File: src/rtl/dtmr_pkg.sv
package dtmr_pkg;

    localparam int REGS_PER_TMR = 6;

    localparam logic [2:0] OFF_VALUE  = 3'd0;
    localparam logic [2:0] OFF_LOAD   = 3'd1;
    localparam logic [2:0] OFF_BGLOAD = 3'd2;
    localparam logic [2:0] OFF_CTRL   = 3'd3;
    localparam logic [2:0] OFF_RAW    = 3'd4;
    localparam logic [2:0] OFF_MASK   = 3'd5;

    localparam int CTRL_W = 3;

    typedef enum logic [1:0] {
        ST_IDLE  = 2'd0,
        ST_COUNT = 2'd1,
        ST_DONE  = 2'd2
    } tmr_state_e;

    // bit0 enable, bit1 interrupt enable, bit2 one-shot
    typedef struct packed {
        logic oneshot;
        logic irq_en;
        logic enable;
    } tmr_ctrl_t;

endpackage

File: src/rtl/dtmr_decode.sv
module dtmr_decode
    import dtmr_pkg::*;
#(
    parameter int N_TMR = 2,
    parameter int IDX_W = 6
) (
    input  logic [IDX_W-1:0] word_idx,
    output logic [N_TMR-1:0] tmr_sel,
    output logic [2:0]       reg_off,
    output logic             in_range
);
    localparam int N_WORDS = N_TMR * REGS_PER_TMR;

    int unsigned widx;

    always_comb begin
        widx     = 32'(word_idx);
        in_range = (widx < N_WORDS);
        reg_off  = 3'(widx % REGS_PER_TMR);
        for (int i = 0; i < N_TMR; i++) begin
            tmr_sel[i] = in_range && ((widx / REGS_PER_TMR) == i);
        end
    end

endmodule

File: src/rtl/dtmr_unit.sv
module dtmr_unit
    import dtmr_pkg::*;
#(
    parameter int DATA_W = 32
) (
    input  logic              clk,
    input  logic              rst_n,
    input  logic              wr_en,
    input  logic [2:0]        reg_off,
    input  logic [DATA_W-1:0] wdata,
    output logic [DATA_W-1:0] rdata,
    output logic              irq
);
    tmr_state_e        state_q, state_d;
    tmr_ctrl_t         ctrl_q;
    logic [DATA_W-1:0] count_q, load_q, bgload_q;
    logic              raw_q;

    logic wr_ctrl, wr_load, wr_bg, wr_raw;
    logic start_wr, restart, halt_wr, expire;

    assign wr_ctrl  = wr_en && (reg_off == OFF_CTRL);
    assign wr_load  = wr_en && (reg_off == OFF_LOAD);
    assign wr_bg    = wr_en && (reg_off == OFF_BGLOAD);
    assign wr_raw   = wr_en && (reg_off == OFF_RAW);

    assign start_wr = wr_ctrl && wdata[0];
    assign restart  = start_wr || (wr_load && ctrl_q.enable);
    assign halt_wr  = wr_ctrl || restart;
    assign expire   = (state_q == ST_COUNT) && (count_q == '0) && !halt_wr;

    // next-state logic
    always_comb begin
        state_d = state_q;
        unique case (state_q)
            ST_IDLE: begin
                if (start_wr) state_d = ST_COUNT;
            end
            ST_COUNT: begin
                if (wr_ctrl && !wdata[0])      state_d = ST_IDLE;
                else if (restart)              state_d = ST_COUNT;
                else if (expire && ctrl_q.oneshot) state_d = ST_DONE;
            end
            ST_DONE: begin
                if (wr_ctrl)      state_d = wdata[0] ? ST_COUNT : ST_IDLE;
                else if (restart) state_d = ST_COUNT;
            end
            default: state_d = ST_IDLE;
        endcase
    end

    // state register
    always_ff @(posedge clk or negedge rst_n) begin
        if (!rst_n) state_q <= ST_IDLE;
        else        state_q <= state_d;
    end

    // datapath registers driven by the state machine
    always_ff @(posedge clk or negedge rst_n) begin
        if (!rst_n) begin
            ctrl_q   <= '0;
            count_q  <= '0;
            load_q   <= '0;
            bgload_q <= '0;
            raw_q    <= 1'b0;
        end else begin
            if (wr_ctrl) ctrl_q <= tmr_ctrl_t'(wdata[CTRL_W-1:0]);
            if (wr_load || wr_bg) load_q <= wdata;
            if (wr_bg) bgload_q <= wdata;

            if (start_wr)                          count_q <= load_q;
            else if (wr_load && ctrl_q.enable)     count_q <= wdata;
            else if (expire && !ctrl_q.oneshot)    count_q <= load_q;
            else if (state_q == ST_COUNT && !wr_ctrl && count_q != '0)
                count_q <= count_q - 1'b1;

            if (expire)                   raw_q <= 1'b1;
            else if (wr_raw && wdata[0])  raw_q <= 1'b0;
        end
    end

    // outputs
    always_comb begin
        rdata = '0;
        unique case (reg_off)
            OFF_VALUE:  rdata = count_q;
            OFF_LOAD:   rdata = load_q;
            OFF_BGLOAD: rdata = bgload_q;
            OFF_CTRL:   rdata = {{(DATA_W-CTRL_W){1'b0}}, ctrl_q};
            OFF_RAW:    rdata = {{(DATA_W-1){1'b0}}, raw_q};
            OFF_MASK:   rdata = {{(DATA_W-1){1'b0}}, raw_q & ctrl_q.irq_en};
            default:    rdata = '0;
        endcase
    end

    assign irq = raw_q && ctrl_q.irq_en;

    a_r4_decrement: assert property (@(posedge clk) disable iff (!rst_n)
        (state_q == ST_COUNT && count_q != '0 && !wr_en) |=> (count_q == $past(count_q) - 1'b1));

    a_r8_periodic_reload: assert property (@(posedge clk) disable iff (!rst_n)
        (state_q == ST_COUNT && count_q == '0 && !wr_en && !ctrl_q.oneshot)
        |=> (count_q == $past(load_q) && raw_q));

    a_r9_oneshot_hold: assert property (@(posedge clk) disable iff (!rst_n)
        (state_q == ST_DONE && !wr_en) |=> (count_q == '0 && state_q == ST_DONE && ctrl_q.enable));

    a_r5_stopped_stable: assert property (@(posedge clk) disable iff (!rst_n)
        (state_q == ST_IDLE && !wr_en) |=> $stable(count_q));

    a_r10_w1c: assert property (@(posedge clk) disable iff (!rst_n)
        (wr_raw && wdata[0] && !(state_q == ST_COUNT && count_q == '0)) |=> !raw_q);

endmodule

File: src/rtl/dual_dn_timer.sv
module dual_dn_timer
    import dtmr_pkg::*;
#(
    parameter int N_TMR  = 2,
    parameter int DATA_W = 32,
    parameter int ADDR_W = 8
) (
    input  logic              clk,
    input  logic              rst_n,
    input  logic [ADDR_W-1:0] bus_addr,
    input  logic              bus_we,
    input  logic [DATA_W-1:0] bus_wdata,
    output logic [DATA_W-1:0] bus_rdata,
    output logic [N_TMR-1:0]  irq
);
    localparam int IDX_W   = ADDR_W - 2;
    localparam int N_WORDS = N_TMR * REGS_PER_TMR;

    logic [IDX_W-1:0]  word_idx;
    logic [N_TMR-1:0]  tmr_sel;
    logic [2:0]        reg_off;
    logic              in_range;
    logic [DATA_W-1:0] unit_rd [N_TMR];

    assign word_idx = bus_addr[ADDR_W-1:2];

    dtmr_decode #(.N_TMR(N_TMR), .IDX_W(IDX_W)) u_decode (
        .word_idx (word_idx),
        .tmr_sel  (tmr_sel),
        .reg_off  (reg_off),
        .in_range (in_range)
    );

    for (genvar g = 0; g < N_TMR; g++) begin : g_tmr
        dtmr_unit #(.DATA_W(DATA_W)) u_unit (
            .clk     (clk),
            .rst_n   (rst_n),
            .wr_en   (bus_we && tmr_sel[g]),
            .reg_off (reg_off),
            .wdata   (bus_wdata),
            .rdata   (unit_rd[g]),
            .irq     (irq[g])
        );
    end

    always_comb begin
        bus_rdata = '0;
        for (int i = 0; i < N_TMR; i++) begin
            if (tmr_sel[i]) bus_rdata = bus_rdata | unit_rd[i];
        end
    end

    a_r2_single_timer: assert property (@(posedge clk) disable iff (!rst_n)
        $onehot0(tmr_sel));

    a_r3_outside_reads_zero: assert property (@(posedge clk) disable iff (!rst_n)
        (32'(word_idx) >= N_WORDS) |-> (bus_rdata == '0 && !in_range));

endmodule

File: config.mk
export PLATFORM = sky130hd
export DESIGN_NAME = dual_dn_timer
export DESIGN_NICKNAME = d
export VERILOG_FILES = /design/src/rtl/dtmr_pkg.sv /design/src/rtl/dtmr_decode.sv /design/src/rtl/dtmr_unit.sv /design/src/rtl/dual_dn_timer.sv
export SDC_FILE = /design/constraint.sdc
export NUM_CORES = 1
export LEC_CHECK = 0
export ABC_AREA = 1
export BUFFER_PORTS_ARGS = -buffer_cell sky130_fd_sc_hd__buf_4
export CAP_MARGIN = 20
export CORE_MARGIN = 10
export CORE_UTILIZATION = 55
export DETAILED_ROUTE_END_ITERATION = 6
export GPL_TIMING_DRIVEN = 0
export PLACE_DENSITY = 0.84
export SLEW_MARGIN = 20
export SYNTH_ARGS = -nofsm -noshare
export SYNTH_HDL_FRONTEND = slang
export SYNTH_SLANG_ARGS = --single-unit
File: constraint.sdc
create_clock -name clk -period 9.2 [get_ports clk]
set_input_delay 1.38 -clock clk [delete_from_list [all_inputs] [get_ports clk]]
set_output_delay 1.38 -clock clk [all_outputs]
set_load 0.005 [all_outputs]
# Word-level counts from Yosys, hierarchy flattened
# Cells that the tools add are included.
[totals] reg_bits=204 inputBits=43 wordCells=132
[op_classes] n_reduce_logical=61 n_div=2 add_sub_neg=2 eq_ne=16 magnitude_cmp=1 muxes=31 bitwise=3
[ops] cell="$pmux W32 S6" n=2
[ops] cell="$mux W32" n=10
[ops] cell="$logic_not A32 Y1" n=3
[ops] cell="$reduce_bool A32 Y1" n=2
[ops] cell="$sub A32 B1 Y32 const B" n=2
[ops] cell="$logic_and A1 B1 Y1" n=34
[ops] cell="$div A6 B3 Y32 const B" n=1
[ops] cell="$eq A32 B1 Y1 const B" n=1
[ops] cell="$mod A6 B3 Y32 const B" n=1
[ops] cell="$or A32 B32 Y32" n=1
[ops] cell="$mux W2" n=12
[ops] cell="$pmux W2 S3" n=2
[ops] cell="$ne A4 B3 Y1 const B" n=2
[ops] cell="$reduce_bool A4 Y1" n=2
[ops] cell="$logic_not A1 Y1" n=7
[ops] cell="$eq A3 B2 Y1 const B" n=2
[ops] cell="$eq A3 B3 Y1 const B" n=2
[ops] cell="$logic_or A1 B1 Y1" n=6
[ops] cell="$lt A6 B4 Y1 const B" n=1
[ops] cell="$ne A3 B1 Y1 const B" n=2
[ops] cell="$reduce_and A3 Y1" n=2
[ops] cell="$mux W1" n=5
[ops] cell="$eq A2 B1 Y1 const B" n=2
[ops] cell="$eq A2 B2 Y1 const B" n=2
[ops] cell="6 further kinds" n=10

# Logic depth before layout (Yosys ltp)
[depth] depth_word=15 ltp_mapped=26 depth_no_buf=23

# Modules after synthesis
# From an unflattened synthesis, not the netlist that was laid out.
[hier_totals] cells_unflattened=1925 area_unflattened_um2=13385.3
[modules_own_cells] mod="dtmr_unit" seq_area_each_um2=2552.4 area_per_inst_um2=6266.0 cells_per_inst=872 instances=2
[modules_own_cells] mod="dual_dn_timer" seq_area_each_um2=0.0 area_per_inst_um2=496.7 cells_per_inst=108 instances=1
[modules_own_cells] mod="dtmr_decode" seq_area_each_um2=0.0 area_per_inst_um2=356.6 cells_per_inst=73 instances=1

# Worst setup path after synthesis
# OpenSTA, ideal clock, no wires.
[synth_timing] path_type="input -> output" from="input bus_addr[6]" to="output bus_rdata[19]" arrival_ps=3831 required_time_ps=7820 stages=24 setup_slack_ps=3989 cell_sequence="buf_4 > clkbuf_1 > ha_1 > inv_1 > nand2_1 > nand2_1 > nand3_2 > nand2_1 > nand2_1 > nand3_1 > nand2_1 > nor2_4 > nand3_1 > nand2_1 > inv_1 > nor2_1 > nand2_1 > inv_1 > buf_4 > buf_2 > nand2_1 > o221ai_1 > nand2_1 > o21ai_0"
[synth_between] elab_chain_len=6 elab_cells_between_ends=18 cone_classes="div (2); order compare (1); eq/ne (6); mux (4); bitwise (1); reduce/logical (4)"
[synth_rtl] item="from (decl)" line="dual_dn_timer.sv:10" source="input logic [ADDR_W-1:0] bus_addr,"
[synth_rtl] item="$mod A6 B3 Y32 / $div A6 B3 Y32 (equally long branches)" line="dtmr_decode.sv:19, dtmr_decode.sv:21"
[synth_rtl] item="$eq A3 B3 Y1 (tied with other cells)" line="dtmr_unit.sv:85" source="unique case (reg_off)"
[synth_rtl] item="$pmux W32 S6 / $logic_and A1 B1 Y1 (equally long branches)" line="dtmr_unit.sv:85, dtmr_decode.sv:21"
[synth_rtl] item="$mux W32" line="dual_dn_timer.sv:49" source="if (tmr_sel[i]) bus_rdata = bus_rdata | unit_rd[i];"
[synth_rtl] item="$or A32 B32 Y32" line="dual_dn_timer.sv:49"
[synth_rtl] item="$mux W32 (*)" line="dual_dn_timer.sv:49"
[synth_rtl] item="to (decl)" line="dual_dn_timer.sv:13" source="output logic [DATA_W-1:0] bus_rdata,"
# Mark *: on every way between the ends. The rest lies on a longest branch, timed or not.

# Final worst setup path
[layout_timing] from="input bus_addr[6]" to="output bus_rdata[29]"
# Same word-level chain as after synthesis.

==> summary.txt <==
Worst setup path
  • Critical path launch point type: input port
  • R2r setup slk: 5.29 ns
  • Required @ worst endpoint: 7.82 ns
  • Arrival time worst endpoint: 5.03 ns
  • Largest fanout on the critical path: 10
  • Critical path class: input port to output port
  • Critical Path End Type: output port

Detailed routing
  • DRC Markers: 0
  • Vias per inst: 5.827
  • Router iterations before antenna repair: 6
  • Post-Route WL: 48300 µm
  • Via count: 14153
  • Routed wire per std cell: 19.88 µm
  • Detailed router's first-iteration violation count: 1667
  • Final ANT Viol Nets: 0

Clock tree
  • CTS clk-pin slew, worst paths: 0.06 ns
  • Hold-fix buffers at CTS: 0
  • H-tree depth: 1
  • CTS Buf Count: 25
  • Worst skew pair latency: 0.55 ns
  • CTS tree: done
  • CTS Buffer Depth: 3
  • Clock Sinks: 204
  • CTS root buf: clkbuf_16
  • Post-CTS setup buffer count: 0
  • Post-CTS Resized: 0

Synthesis
  • Syn avg cell area: 6.705 µm²
  • Yosys top cell area share: 0.3824
  • Compound-cell area share of the yosys netlist: 0.1665
  • Synth async-reset ratio: 1.000
  • Yosys reg bits: 204
  • Post-synth cell types: 44
  • Mapped Cells: 1991
  • Synth Warn #: 0
  • Top cells by area, synth: dfrtp_1 (38%), nand2_1 (15%), o21ai_0 (9.8%)
  • Primary FF master, synth: dfrtp_1
  • Synth Area in Simple Gates: 0.2952
  • Adder-cell share of the synthesized area: 0.002812
  • Syn_nets: 2037
  • Post-synthesis mux area share: 0
  • Sequential area share after synthesis: 0.3824
  • Cell taking the most area after synthesis: dfrtp_1
  • Largest family of logic cells by synthesized area: simple AND/OR/NAND/NOR gates
  • Post-synth EDFFs: 0
  • XOR/XNOR share of the synthesized area: 0.02755
  • Synthesized area: 13350 µm²

Power and ir drop
  • Leak Pwr: 7.871 nW
  • Power Density: 264.4 nW/µm²
  • Peak supply drop: 0.1574 mV

Global route
  • GR Overflow Total: 0
  • Global-route wire length before repair: 74910 µm
  • Antenna violations before repair: 0
  • Pin count of the biggest net entering global routing: 96
  • Gr usage total: 0.3044
  • Vias in the first global route: 13421

Layout
  • Area delta synth->final: 14.10%
  • Layout Cells excl Fill: 2429
  • N_diodes: 0
  • Fillers: 2169
  • Layout cell share with drive strength beyond 1: 0.1033
  • Multi-input gate area: 6570 µm²
  • Register area: 5105 µm²
  • # nets final: 2137

STA
  • Slew Limit Fails: 0
  • Setup TNS: 0 ns
  • Final Critical Period: 6.405 ns
  • RSZ-0062 raised after global routing: false
  • Final period utilization: 0.6962
  • Clk_skew: 0.01227 ns
  • Max_slew headroom: 0.4273
  • Max Freq: 156.1 MHz
  • Worst Max-Slew Pin Slew: 0.8512 ns
  • Final setup violation count: 0
  • Final Hold Violating Endpoints: 0

Floorplan
  • Die area: 30910 µm²
  • Die Ht: 175.8 µm
  • Placement Rows: 56
  • Core ar.: 23680 µm²
  • Ports: 77
  • Chip Width: 175.8 µm
  • Initial core utilization: 0.5637

Placed design
  • Port Buffers: 71
  • Placer Congestion: 0.9991
  • Placed Cells: 2383
  • Dpl hpwl: 37350 µm

Min path
  • HP Class: flop to flop

Outcome
  • Status: finished clean

Run
  • Maxcap violations: 0
==> metrics by stage <==
stage | hold WS, ns | setup slack, ns | total power, mW | cell area, µm² | util
after floorplan | 0.4491 | 3.989 | 2.423 | 13350 | -
after global placement | 0.4652 | 3.030 | 2.846 | 14280 | 0.6031
after detailed placement | 0.4660 | 2.940 | 2.897 | 14350 | 0.6057
after CTS | 0.4822 | 2.929 | 3.978 | 15230 | 0.6432
after global routing | 0.5075 | 2.628 | 4.267 | 15230 | 0.6432
final | 0.4841 | 2.795 | 4.028 | 15230 | 0.6432
==> critical path, cell delays in order <==
cell and delay [ns]:
buf_4 0.14, clkbuf_1 0.09, ha_1 0.21, inv_1 0.09, nand3_2 0.15, nand3_2 0.14, nand2_1 0.09, nand3_1 0.12
nand3_1 0.08, nand2_1 0.12, nand3_2 0.11, nand3_4 0.14, nand2_2 0.10, nand2_1 0.13, inv_1 0.07, nor2_1 0.17
nand2_1 0.28, inv_1 0.14, buf_4 0.21, buf_2 0.35, a21oi_1 0.14, o21ai_0 0.37, buf_4 0.19
==> state kept, by name, summed over array words and instances, names as in the netlist <==
register and count:
g_tmr.u_unit.load_q 64, g_tmr.u_unit.bgload_q 64, g_tmr.u_unit.count_q 64, g_tmr.u_unit.ctrl_q 6, g_tmr.u_unit.state_q 4, g_tmr.u_unit.raw_q 2
==> cell usage after synthesis (4+ instances only) <==
master and instances:
clkbuf_1 51, xor2_1 38, buf_1 5, xnor2_1 4, buf_4 12, nand4_1 42
o211ai_1 5, or2_2 4, nand3_1 119, nand2_2 4, nor2_1 147, nor3_1 12
nand2_1 551, o221ai_1 5, o22ai_1 48, a221oi_1 9, nand3_2 8, a21oi_1 61
nor4_1 6, inv_1 300, buf_2 37, inv_2 8, nor2_4 4, dfrtp_1 204
o21ai_0 262, nor2_2 8, o21ai_1 8
==> kinds of logic after synthesis <==
family | count (synthesis)
DFF | 204
buffers and inverters | 416
adders and majority gates | 3
AOI/OAI and AO/OA | 411
xor gates and xnor gates | 42
and+or+nand+nor | 915
==> cell usage in the layout (no fill, tap or decap), drive strengths merged <==
cell	count
a211oi	1
a221oi	9
a31o	1
nor2	160
nand2	557
o221ai	5
nor3b	1
o211ai	5
inv	310
a21oi	64
bufinv	5
clkinvlp	1
o21ai	271
buf	130
ha	3
xnor2	4
o22ai	48
a21boi	2
dfrtp	204
nor3	12
nand3	129
nand4	45
o21bai	2
clkbuf	83
nor4	7
o2111ai	2
o31ai	1
xor2	38
clkinv	6
or2	4
==> layer usage <==
layer  global-route usage  wire length (µm)  vias to the layer above
met2               0.4891             21980                      818
met4               0.1554              2657                        0
met1               0.3911             18910                     6591
met5                    0                 0                        -
met3              0.04504              4752                      164
li1                     -                 -                     6580
==> area by class of cell <==
cell class,count,area share
inverters,308,0.07590
plain buffers,108,0.03409
clock buffers,32,0.04477
multi-input cells,1371,0.4313
clock inverters,14,0.01347
flip-flops and latches,204,0.3351
well taps,319,0.02620
repair buffers,73,0.03910
==> path summary, 6_finish.rpt <==
| path | from | to | cells after the start |
|---|---|---|---|
| min in group asynchronous | rst_n | g_tmr[0].u_unit.count_q[5] | 1 |
| worst min-delay path | g_tmr[0].u_unit.count_q[31] | g_tmr[0].u_unit.count_q[31] | 2 |
| worst min register to register | g_tmr[0].u_unit.count_q[31] | g_tmr[0].u_unit.count_q[31] | 2 |
| worst max register to register | g_tmr[0].u_unit.count_q[0] | g_tmr[0].u_unit.count_q[5] | 18 |
| max in group asynchronous | rst_n | g_tmr[1].u_unit.count_q[13] | 3 |
| worst max-delay path | bus_addr[6] | bus_rdata[29] | 23 |
==> where the power goes <==
part,switching [mW],leakage [nW],internal [mW]
combinational,0.914,5.19,0.490
sequential,0.308,2.24,1.24
clock,0.415,0.438,0.664
total,1.64,7.87,2.39
No activity file was read; power rests on OpenSTA's default activity.
